### config.mk
export PLATFORM = sky130hd
export DESIGN_NAME = gpio_bank
export DESIGN_NICKNAME = d
export VERILOG_FILES = /design/src/rtl/gpio_bank_pkg.sv /design/src/rtl/gpio_bank_ctrl.sv /design/src/rtl/gpio_bank_dp.sv /design/src/rtl/gpio_bank.sv
export SDC_FILE = /design/constraint.sdc
export NUM_CORES = 2
export LEC_CHECK = 0
export ABC_CLOCK_PERIOD_IN_PS = 5800
export BUFFER_PORTS_ARGS = -buffer_cell sky130_fd_sc_hd__buf_2
export CAP_MARGIN = 20
export CORE_MARGIN = 4
export CORE_UTILIZATION = 55
export CTS_BUF_LIST = sky130_fd_sc_hd__clkbuf_8
export CTS_CLUSTER_SIZE = 16
export DETAILED_ROUTE_END_ITERATION = 8
export PLACE_DENSITY = 0.74
export SYNTH_ARGS = -nofsm -noshare
export SYNTH_HDL_FRONTEND = slang
export SYNTH_HIERARCHICAL = 1
export SYNTH_SLANG_ARGS = --single-unit
### constraint.sdc
create_clock -name clk -period 5.8 [get_ports clk]
set_clock_uncertainty 0.05 [all_clocks]
set_input_delay 0.29 -clock clk [delete_from_list [all_inputs] [get_ports clk]]
set_output_delay 0.29 -clock clk [all_outputs]
set_load 0.05 [all_outputs]
### src/rtl/gpio_bank_pkg.sv
package gpio_bank_pkg;

  localparam int ADDR_W = 4;

  typedef enum logic [ADDR_W-1:0] {
    A_DIR     = 4'd0,
    A_DOUT    = 4'd1,
    A_PULLUP  = 4'd2,
    A_PULLDN  = 4'd3,
    A_OWNER   = 4'd4,
    A_FILTEN  = 4'd5,
    A_IRQEN   = 4'd6,
    A_RISE    = 4'd7,
    A_FALL    = 4'd8,
    A_STAT    = 4'd9,
    A_WAKEEN  = 4'd10,
    A_WAKELVL = 4'd11,
    A_LEVEL   = 4'd12,
    A_THRESH  = 4'd13
  } regSel_t;

  // strobes from control to datapath
  typedef struct packed {
    logic stsW1c;    // clear status bits given by write data
    logic thrWr;     // threshold rewritten: realign sample tick
  } ctrlStrobe_t;

endpackage

### src/rtl/gpio_bank_ctrl.sv
module gpio_bank_ctrl
  import gpio_bank_pkg::*;
#(
  parameter int W     = 32,
  parameter int CNT_W = 8
) (
  input  logic              clk,
  input  logic              rstN,
  input  logic [ADDR_W-1:0] regAddr,
  input  logic              regWrEn,
  input  logic [W-1:0]      regWrData,
  output logic [W-1:0]      regRdData,
  input  logic [W-1:0]      statusQ,
  input  logic [W-1:0]      filtIn,
  output logic [W-1:0]      dirQ,
  output logic [W-1:0]      doutQ,
  output logic [W-1:0]      pullUpQ,
  output logic [W-1:0]      pullDnQ,
  output logic [W-1:0]      hwSelQ,
  output logic [W-1:0]      dbEnQ,
  output logic [W-1:0]      irqEnQ,
  output logic [W-1:0]      riseEnQ,
  output logic [W-1:0]      fallEnQ,
  output logic [W-1:0]      wakeEnQ,
  output logic [W-1:0]      wakeLvlQ,
  output logic [CNT_W-1:0]  dbThrQ,
  output ctrlStrobe_t       strobe
);

  localparam int PAD_W = W - CNT_W;

  logic wrHit [14];

  always_comb begin
    for (int k = 0; k < 14; k++) begin
      wrHit[k] = regWrEn && (regAddr == ADDR_W'(k));
    end
  end

  always_ff @(posedge clk or negedge rstN) begin
    if (!rstN) begin
      dirQ     <= '0;
      doutQ    <= '0;
      pullUpQ  <= '0;
      pullDnQ  <= '0;
      hwSelQ   <= '0;
      dbEnQ    <= '0;
      irqEnQ   <= '0;
      riseEnQ  <= '0;
      fallEnQ  <= '0;
      wakeEnQ  <= '0;
      wakeLvlQ <= '0;
      dbThrQ   <= '0;
    end else begin
      if (wrHit[A_DIR])     dirQ     <= regWrData;
      if (wrHit[A_DOUT])    doutQ    <= regWrData;
      if (wrHit[A_PULLUP])  pullUpQ  <= regWrData;
      if (wrHit[A_PULLDN])  pullDnQ  <= regWrData;
      if (wrHit[A_OWNER])   hwSelQ   <= regWrData;
      if (wrHit[A_FILTEN])  dbEnQ    <= regWrData;
      if (wrHit[A_IRQEN])   irqEnQ   <= regWrData;
      if (wrHit[A_RISE])    riseEnQ  <= regWrData;
      if (wrHit[A_FALL])    fallEnQ  <= regWrData;
      if (wrHit[A_WAKEEN])  wakeEnQ  <= regWrData;
      if (wrHit[A_WAKELVL]) wakeLvlQ <= regWrData;
      if (wrHit[A_THRESH])  dbThrQ   <= regWrData[CNT_W-1:0];
    end
  end

  always_comb begin
    strobe.stsW1c = wrHit[A_STAT];
    strobe.thrWr  = wrHit[A_THRESH];
  end

  always_comb begin
    unique case (regAddr)
      A_DIR:     regRdData = dirQ;
      A_DOUT:    regRdData = doutQ;
      A_PULLUP:  regRdData = pullUpQ;
      A_PULLDN:  regRdData = pullDnQ;
      A_OWNER:   regRdData = hwSelQ;
      A_FILTEN:  regRdData = dbEnQ;
      A_IRQEN:   regRdData = irqEnQ;
      A_RISE:    regRdData = riseEnQ;
      A_FALL:    regRdData = fallEnQ;
      A_STAT:    regRdData = statusQ;
      A_WAKEEN:  regRdData = wakeEnQ;
      A_WAKELVL: regRdData = wakeLvlQ;
      A_LEVEL:   regRdData = filtIn;
      A_THRESH:  regRdData = {{PAD_W{1'b0}}, dbThrQ};
      default:   regRdData = '0;
    endcase
  end

endmodule

### src/rtl/gpio_bank_dp.sv
module gpio_bank_dp
  import gpio_bank_pkg::*;
#(
  parameter int W        = 32,
  parameter int CNT_W    = 8,
  parameter int TICK_DIV = 16
) (
  input  logic             clk,
  input  logic             rstN,
  input  ctrlStrobe_t      strobe,
  input  logic [W-1:0]     wrData,
  input  logic [W-1:0]     dirQ,
  input  logic [W-1:0]     doutQ,
  input  logic [W-1:0]     pullUpQ,
  input  logic [W-1:0]     pullDnQ,
  input  logic [W-1:0]     hwSelQ,
  input  logic [W-1:0]     dbEnQ,
  input  logic [W-1:0]     irqEnQ,
  input  logic [W-1:0]     riseEnQ,
  input  logic [W-1:0]     fallEnQ,
  input  logic [W-1:0]     wakeEnQ,
  input  logic [W-1:0]     wakeLvlQ,
  input  logic [CNT_W-1:0] dbThrQ,
  input  logic [W-1:0]     hwOut,
  input  logic [W-1:0]     hwOe,
  input  logic [W-1:0]     hwPu,
  input  logic [W-1:0]     hwPd,
  input  logic [W-1:0]     padIn,
  output logic [W-1:0]     padOut,
  output logic [W-1:0]     padOe,
  output logic [W-1:0]     padPu,
  output logic [W-1:0]     padPd,
  output logic [W-1:0]     filtIn,
  output logic [W-1:0]     statusQ,
  output logic             tick,
  output logic             irq,
  output logic             wake
);

  localparam int TDW = (TICK_DIV > 1) ? $clog2(TICK_DIV) : 1;
  localparam logic [TDW-1:0] TICK_LAST = TDW'(TICK_DIV - 1);

  // pad control selection
  logic [W-1:0] puSel, pdSel;
  always_comb begin
    padOut = (hwSelQ & hwOut) | (~hwSelQ & doutQ);
    padOe  = (hwSelQ & hwOe)  | (~hwSelQ & dirQ);
    puSel  = (hwSelQ & hwPu)  | (~hwSelQ & pullUpQ);
    pdSel  = (hwSelQ & hwPd)  | (~hwSelQ & pullDnQ);
    padPu  = puSel & ~pdSel;
    padPd  = pdSel & ~puSel;
  end

  // input synchronizer
  logic [W-1:0] syncQ1, syncQ2;
  always_ff @(posedge clk or negedge rstN) begin
    if (!rstN) begin
      syncQ1 <= '0;
      syncQ2 <= '0;
    end else begin
      syncQ1 <= padIn;
      syncQ2 <= syncQ1;
    end
  end

  // shared sample tick
  logic [TDW-1:0] tickCnt;
  assign tick = (tickCnt == TICK_LAST);
  always_ff @(posedge clk or negedge rstN) begin
    if (!rstN)             tickCnt <= '0;
    else if (strobe.thrWr) tickCnt <= '0;
    else if (tick)         tickCnt <= '0;
    else                   tickCnt <= tickCnt + 1'b1;
  end

  logic [CNT_W-1:0] thrEff;
  assign thrEff = (dbThrQ == '0) ? CNT_W'(1) : dbThrQ;

  // per-pin glitch filter
  for (genvar i = 0; i < W; i++) begin : g_pin
    logic [CNT_W-1:0] cnt;
    logic             filt;
    logic [CNT_W:0]   cntNext;
    assign cntNext   = {1'b0, cnt} + 1'b1;
    assign filtIn[i] = filt;
    always_ff @(posedge clk or negedge rstN) begin
      if (!rstN) begin
        cnt  <= '0;
        filt <= 1'b0;
      end else if (!dbEnQ[i]) begin
        cnt  <= '0;
        filt <= syncQ2[i];
      end else if (syncQ2[i] == filt) begin
        cnt <= '0;
      end else if (tick) begin
        if (cntNext >= {1'b0, thrEff}) begin
          filt <= syncQ2[i];
          cnt  <= '0;
        end else begin
          cnt <= cntNext[CNT_W-1:0];
        end
      end
    end
  end

  // edge capture and sticky status
  logic [W-1:0] prevQ, evt, clrMask;
  always_comb begin
    evt     = (filtIn & ~prevQ & riseEnQ) | (~filtIn & prevQ & fallEnQ);
    clrMask = strobe.stsW1c ? wrData : '0;
  end

  always_ff @(posedge clk or negedge rstN) begin
    if (!rstN) begin
      prevQ   <= '0;
      statusQ <= '0;
    end else begin
      prevQ   <= filtIn;
      statusQ <= (statusQ & ~clrMask) | evt;
    end
  end

  assign irq  = |(statusQ & irqEnQ);
  assign wake = |(wakeEnQ & ~(syncQ2 ^ wakeLvlQ));

endmodule

### src/rtl/gpio_bank.sv
module gpio_bank
  import gpio_bank_pkg::*;
#(
  parameter int W        = 32,
  parameter int CNT_W    = 8,
  parameter int TICK_DIV = 16
) (
  input  logic              clk,
  input  logic              rstN,
  input  logic [ADDR_W-1:0] regAddr,
  input  logic              regWrEn,
  input  logic [W-1:0]      regWrData,
  output logic [W-1:0]      regRdData,
  input  logic [W-1:0]      hwOut,
  input  logic [W-1:0]      hwOe,
  input  logic [W-1:0]      hwPu,
  input  logic [W-1:0]      hwPd,
  input  logic [W-1:0]      padIn,
  output logic [W-1:0]      padOut,
  output logic [W-1:0]      padOe,
  output logic [W-1:0]      padPu,
  output logic [W-1:0]      padPd,
  output logic              irq,
  output logic              wake
);

  ctrlStrobe_t      strobe;
  logic             stsWr;
  logic             tick;
  logic [W-1:0]     statusQ, filtIn;
  logic [W-1:0]     dirQ, doutQ, pullUpQ, pullDnQ, hwSelQ, dbEnQ;
  logic [W-1:0]     irqEnQ, riseEnQ, fallEnQ, wakeEnQ, wakeLvlQ;
  logic [CNT_W-1:0] dbThrQ;

  assign stsWr = strobe.stsW1c;

  gpio_bank_ctrl #(.W(W), .CNT_W(CNT_W)) u_ctrl (
    .clk(clk), .rstN(rstN),
    .regAddr(regAddr), .regWrEn(regWrEn), .regWrData(regWrData),
    .regRdData(regRdData),
    .statusQ(statusQ), .filtIn(filtIn),
    .dirQ(dirQ), .doutQ(doutQ), .pullUpQ(pullUpQ), .pullDnQ(pullDnQ),
    .hwSelQ(hwSelQ), .dbEnQ(dbEnQ), .irqEnQ(irqEnQ),
    .riseEnQ(riseEnQ), .fallEnQ(fallEnQ),
    .wakeEnQ(wakeEnQ), .wakeLvlQ(wakeLvlQ), .dbThrQ(dbThrQ),
    .strobe(strobe)
  );

  gpio_bank_dp #(.W(W), .CNT_W(CNT_W), .TICK_DIV(TICK_DIV)) u_dp (
    .clk(clk), .rstN(rstN),
    .strobe(strobe), .wrData(regWrData),
    .dirQ(dirQ), .doutQ(doutQ), .pullUpQ(pullUpQ), .pullDnQ(pullDnQ),
    .hwSelQ(hwSelQ), .dbEnQ(dbEnQ), .irqEnQ(irqEnQ),
    .riseEnQ(riseEnQ), .fallEnQ(fallEnQ),
    .wakeEnQ(wakeEnQ), .wakeLvlQ(wakeLvlQ), .dbThrQ(dbThrQ),
    .hwOut(hwOut), .hwOe(hwOe), .hwPu(hwPu), .hwPd(hwPd),
    .padIn(padIn),
    .padOut(padOut), .padOe(padOe), .padPu(padPu), .padPd(padPd),
    .filtIn(filtIn), .statusQ(statusQ), .tick(tick),
    .irq(irq), .wake(wake)
  );

endmodule

# --- After elaboration in Yosys (flattened, before gate mapping) ---
# Cells that the tools add are included.
classes:
  eq_ne: 174
  n_mul: 0
  shifts: 0
  reduce_logical: 49
  order_cmp: 32
  bitwise: 31
  add_sub_neg: 33
  muxes: 261
  div_mod_pow: 0
ops:
  columns: ["cell", "n"]
  rows:
  - ["8-bit 2-to-1 mux", 129]
  - ["32-bit AND", 17]
  - ["32-bit one-hot mux with 14 select lines", 1]
  - ["8-bit by 1-bit adder with 9-bit output, second input constant", 32]
  - ["9-bit by 8-bit greater-or-equal comparator with 1-bit output", 32]
  - ["32-bit inverter", 7]
  - ["32-bit OR", 6]
  - ["1-bit 2-to-1 mux", 128]
  - ["2-bit != test, second input constant", 64]
  - ["3-bit by 2-bit != test with 1-bit output, second input constant", 32]
  - ["3-bit AND reduction", 32]
  - ["2-bit by 1-bit != test with 1-bit output, second input constant", 32]
  - ["32-bit OR reduction", 2]
  - ["1-bit equality test", 32]
  - ["32-bit 2-to-1 mux", 1]
  - ["32-bit bitwise XOR", 1]
  - ["4-bit equality test, second input constant", 7]
  - ["4-bit by 3-bit equality test with 1-bit output, second input constant", 4]
  - ["1-bit logical AND", 13]
  - ["4-bit by 2-bit equality test with 1-bit output, second input constant", 2]
  - ["8-bit zero test", 1]
  - ["4-bit 2-to-1 mux", 2]
  - ["4-bit by 1-bit adder with 4-bit output, second input constant", 1]
  - ["4-bit by 1-bit equality test with 1-bit output, second input constant", 1]
  - ["4-bit zero test", 1]
word_totals:
  register_bits: 780
  mem_count: 0
  output_inout_bits: 162
  wordCells: 661
  mem_bits_ro: 0
  mem_bits_rw: 0
  latch_bits: 0
  input_bits: 199

# --- Longest topological paths before layout ---
depth:
  word_depth: 7
  ltp_mapped: 12
  ltp_nobuf: 11

# --- Modules after synthesis ---
# The synthesis kept the hierarchy.
by_module_without_submodules:
  columns: ["module", "area_each_um2", "cells_each", "seq_area_each_um2", "n_inst"]
  rows:
  - ["gpio_bank_dp", 29055.4, 3029, 10510.1, 1]
  - ["gpio_bank_ctrl", 17180.2, 1287, 9008.6, 1]

# --- Worst setup path before layout ---
# Ideal clock, no wire load.
synth_path:
  kind: "register -> register"
  startpoint: "register u_ctrl.dbThrQ[3]"
  endpoint: "register u_dp.g_pin[6].filt"
  path_stages_with_launch: 9
  path_buffers: 0
  synth_period_minus_slack_ns: 3.546
  t_arrival_ns: 3.371
  slack_ns: 2.254
  path_cell_list: "dfrtp_1 -> inv_1 -> a41o_1 -> ha_1 -> nand2b_1 -> a2111oi_0 -> a2111oi_2 -> o22ai_1 -> mux2_2"
synth_between:
  elab_chain_cells: 5
synth_lines:
  columns: ["element", "line_no", "text"]
  rows:
  - ["from (decl)", "gpio_bank_ctrl.sv:26", "output logic [CNT_W-1:0] dbThrQ,"]
  - ["from (signal assigned)", "gpio_bank_ctrl.sv:66", "if (wrHit[A_THRESH]) dbThrQ <= regWrData[CNT_W-1:0];"]
  - ["8-bit zero test", "gpio_bank_dp.sv:77", "assign thrEff = (dbThrQ == '0) ? CNT_W'(1) : dbThrQ;"]
  - ["8-bit 2-to-1 mux *", "gpio_bank_dp.sv:77", null]
  - ["9-bit by 8-bit greater-or-equal comparator with 1-bit output *", "gpio_bank_dp.sv:96", "if (cntNext >= {1'b0, thrEff}) begin"]
  - ["2-bit by 1-bit != test with 1-bit output (no line) *", null, null]
  - ["3-bit AND reduction (no line) *", null, null]
  - ["to (signal assigned)", "gpio_bank_dp.sv:92", "filt <= syncQ2[i];"]
  - ["to (signal assigned)", "gpio_bank_dp.sv:97", "filt <= syncQ2[i];"]
  - ["to (decl)", "gpio_bank_dp.sv:82", "logic filt;"]
# Every way passes the cells marked *; elsewhere a longest branch is shown, timed or not.
# A chain may end at the register's enable or synchronous reset.

# --- Worst setup path after layout ---
layout_path:
  startpoint: "input regAddr[0]"
  endpoint: "output regRdData[14]"
layout_between:
  elab_chain_cells: 2
layout_lines:
  columns: ["element", "line_no", "text"]
  rows:
  - ["from (decl)", "gpio_bank.sv:10", "input logic [ADDR_W-1:0] regAddr,"]
  - ["4-bit equality test (tied with other cells)", "gpio_bank_ctrl.sv:76", "unique case (regAddr)"]
  - ["32-bit one-hot mux with 14 select lines *", "gpio_bank_ctrl.sv:76", null]
  - ["to (decl)", "gpio_bank.sv:13", "output logic [W-1:0] regRdData,"]
# Marks and branches as above.

==> flow_summary.json <==
{
  "dp.cells": 5588,
  "holdWs_ns": 0.0814,
  "chipHeight_um": 298,
  "power.ir.vdd_worst_mv": 0.235,
  "power_mw": 19.1,
  "post_synth_most_frequent_cells": "sky130_fd_sc_hd__dfrtp_1 (780), sky130_fd_sc_hd__mux2_2 (487), sky130_fd_sc_hd__nand2_1 (401)",
  "synth.yosys.seq_area_share_pct": 42.2,
  "final_estimated_routing_congestion_in_global_placement": 0.982,
  "p_leak_nw": 24.3,
  "initial_core_util_pct": 55.3,
  "rsz0062_at_grt": "false",
  "io-pin-count": 361,
  "multi_input_gate_area_in_the_final_layout_sq_um": 25100,
  "setup-tns-final_ns": 0,
  "initialDrtViolationCount": 3944,
  "die_width_um": 298,
  "grt_start_max_net_pins": 174,
  "clock-root-buffer": "sky130_fd_sc_hd__clkbuf_8",
  "synthesized_net_count": 4772,
  "final_nets": 5168,
  "drive_gt1_share_pct": 24.8,
  "mux_contribution_to_synthesized_area_pct": 13.8,
  "netlist_top_cells_area": "sky130_fd_sc_hd__dfrtp_1 (42%), sky130_fd_sc_hd__mux2_2 (12%), sky130_fd_sc_hd__ha_1 (7.0%), sky130_fd_sc_hd__xnor2_1 (3.3%), sky130_fd_sc_hd__nand2_1 (3.3%)",
  "number_of_flops_mapped_to_enable_cells_by_yosys": 0,
  "finalSetupViolCount": 0,
  "synth_warnings": 6,
  "timing_max_transition_violations_final": 0,
  "timing.fmax_mhz": 270,
  "synth-compound-area-share_pct": 14.2,
  "ant_nets": 0,
  "global_route_wire_length_before_repair_mm": 220,
  "core_area_sq_um": 83600,
  "cell_with_the_most_instances_after_synthesis": "sky130_fd_sc_hd__dfrtp_1",
  "grt_pass1_vias": 36800,
  "grt_antenna_before_repair": 5,
  "synth_top_area_share_pct": 42.2,
  "finish.cell_count_without_fillers": 5893,
  "place.detailed.hpwl_mm": 101,
  "postSynthRegisterBits": 780,
  "grt_usage_pct": 32.1,
  "cts-htree-levels": 4,
  "ys_async_sr_fraction_pct": 100,
  "cts_repair_resize_count": 0,
  "drc": 0,
  "core.rowCount": 106,
  "synth_largest_area_cell": "sky130_fd_sc_hd__dfrtp_1",
  "outcome": "finished, final reports clean",
  "syn_avg_cell_area_sq_um": 10.7,
  "final_hold_viol_count": 0,
  "portBuffers": 360,
  "vias_per_cell": 6.46,
  "simple_gate_fraction_of_synth_area_pct": 14.4,
  "grt-ovfl-total": 0,
  "ff_latch_area_sq_um": 19500,
  "largest_family_of_logic_cells_by_synthesized_area": "simple AND/OR/NAND/NOR gates",
  "post_layout_min_period_ns": 3.70,
  "clock_tree_from_tritoncts": "done",
  "numClockSinks": 780,
  "route.detailed.wl_per_inst_um": 24.8,
  "synth_fa_ha_area_share_pct": 6.98,
  "post-route-period-util_pct": 63.9,
  "dr.pass1.iters": 6,
  "clock_path_buffers": 3,
  "slew_headroom_pct": 13.1,
  "critical_path_peak_fanout": 26,
  "post_synth_inst_count": 4316,
  "synth_top_flop_cell": "sky130_fd_sc_hd__dfrtp_1",
  "clock_buffer_count_from_cts": 137,
  "clk_pin_slew_ns": 0.06,
  "hp-class": "in2async",
  "postCtsSetupRepairBufs": 0,
  "final_standard_cell_utilization_of_the_core_pct": 62.5,
  "clock_latency_ns": 0.79,
  "timing.setup.critical_path_class": "in2out",
  "filler_cell_count": 6796,
  "cp-end-kind": "primary output",
  "overall_die_area_sq_um": 88800,
  "detail_route.wirelength_mm": 146,
  "synth.lib_cells_used.distinct": 97,
  "synthesis.area_sq_um": 46200,
  "via_count": 38100,
  "worst_setup_path_start_kind": "input port",
  "arrival_ns": 3.36,
  "slew_of_the_pin_with_the_lowest_slew_margin_ns": 1.30,
  "worstPathRequired_ns": 5.46,
  "max_cap_viol_count": 0,
  "synthXorXnorAreaFrac_pct": 4.67,
  "synthToLayoutAreaGrowth_pct": 13.0,
  "power_density_nw_per_um2": 366
}
[critical path, cell delays in order]
cell                        delay [ns]
sky130_fd_sc_hd__buf_4            0.24
sky130_fd_sc_hd__buf_4            0.32
sky130_fd_sc_hd__nor4bb_4         1.13
sky130_fd_sc_hd__buf_4            0.49
sky130_fd_sc_hd__o2bb2ai_1        0.16
sky130_fd_sc_hd__a21oi_1          0.05
sky130_fd_sc_hd__o211ai_1         0.28
sky130_fd_sc_hd__buf_2            0.36
[sequential cells by signal (all words and copies together), names as in the netlist, 32 cells and up]
name and cells:
u_ctrl/dirQ 32, u_ctrl/irqEnQ 32, u_ctrl/hwSelQ 32, u_ctrl/wakeEnQ 32, u_dp/g_pin.cnt 256, u_dp/syncQ2 32, u_ctrl/pullUpQ 32, u_dp/prevQ 32
u_ctrl/wakeLvlQ 32, u_ctrl/dbEnQ 32, u_ctrl/doutQ 32, u_ctrl/fallEnQ 32, u_ctrl/riseEnQ 32, u_dp/statusQ 32, u_dp/syncQ1 32, u_dp/g_pin.filt 32
u_ctrl/pullDnQ 32
[layout make-up]
cell class                      count  share of cell area, %
Antenna cell                        5                 0.0240
Clock buffer                      167                   4.40
Clock inverter                     68                  0.915
Inverter                          129                  0.927
Multi-Input combinational cell   3188                   48.1
Sequential cell                   780                   37.4
Tap cell                         1080                   2.59
Timing Repair Buffer              476                   5.66
[layout by cell type (no fill, tap or decap), drive strengths merged, types with 44 or more instances in the layout]
master         n
a21oi         72
buf          411
xor2          56
nor2b         57
clkbuf       167
inv          169
a21o          54
nand4         71
nand2        402
dfrtp        780
a211oi        44
and2          51
a22o          81
mux2         498
o211ai        54
and3          58
xnor2        174
ha           257
nand2b        61
nor2         198
a221oi        44
a22oi         59
a32o         108
nand3        181
mux2i         76
dlygate4sd3   65
o21ai         67
[path summary, 6_finish.rpt]
path	depth (start not counted)	from	slack (ns)	end
min reg2reg	0	u_dp/syncQ1[9]$_DFF_PN0_	0.28	u_dp/syncQ2[9]$_DFF_PN0_
min	2	rstN	0.08	u_dp/g_pin[12].cnt[3]$_DFFE_PN0P_
max reg2reg	10	u_dp/g_pin[10].cnt[0]$_DFFE_PN0P_	2.24	u_dp/g_pin[10].filt$_DFFE_PN0P_
max in group asynchronous	3	rstN	4.15	u_dp/syncQ1[9]$_DFF_PN0_
max	8	regAddr[0]	2.10	regRdData[14]
min in group clk	2	padIn[30]	0.09	u_dp/syncQ1[30]$_DFF_PN0_
[where the power goes]
part	switching [mW]	internal, mW	leakage [nW]	total (mW)
sequential	1.43	6.42	9.82	7.86
clock	2.35	2.87	1.56	5.21
combinational	3.72	2.31	12.9	6.03
[repair_timing]
action	4_1_cts	5_1_grt
hold buffers	65	0
endpoints found under the setup margin	0	0
endpoints found under the hold margin	518	0
[metrics by stage]
step | instance area (sq um) | setup slack [ns]
floorplan | 46200 | 2.25
global placement | 48800 | 2.34
detailed placement | 48800 | 2.27
CTS | 52200 | 2.25
global route | 52200 | 1.93
finish | 52200 | 2.10
[layer usage]
| layer | vias up | global-route usage, % | routed length, um |
|---|---|---|---|
| met5 | - | 0 | 20 |
| met4 | 2 | 16.6 | 8520 |
| met3 | 477 | 8.25 | 14800 |
| met2 | 1946 | 48.7 | 64000 |
| met1 | 18700 | 42.6 | 58800 |
| li1 | 17000 | - | - |
[cells by family after synthesis]
group | after synthesis
adder cells (fa/ha/maj) | 258
buffers and inverters | 348
AO/OA/AOI/OAI | 832
AND/OR/NAND/NOR | 1287
multiplexers | 575
XOR/XNOR | 236
flip-flops | 780
Power figures use the tool's default switching activity.
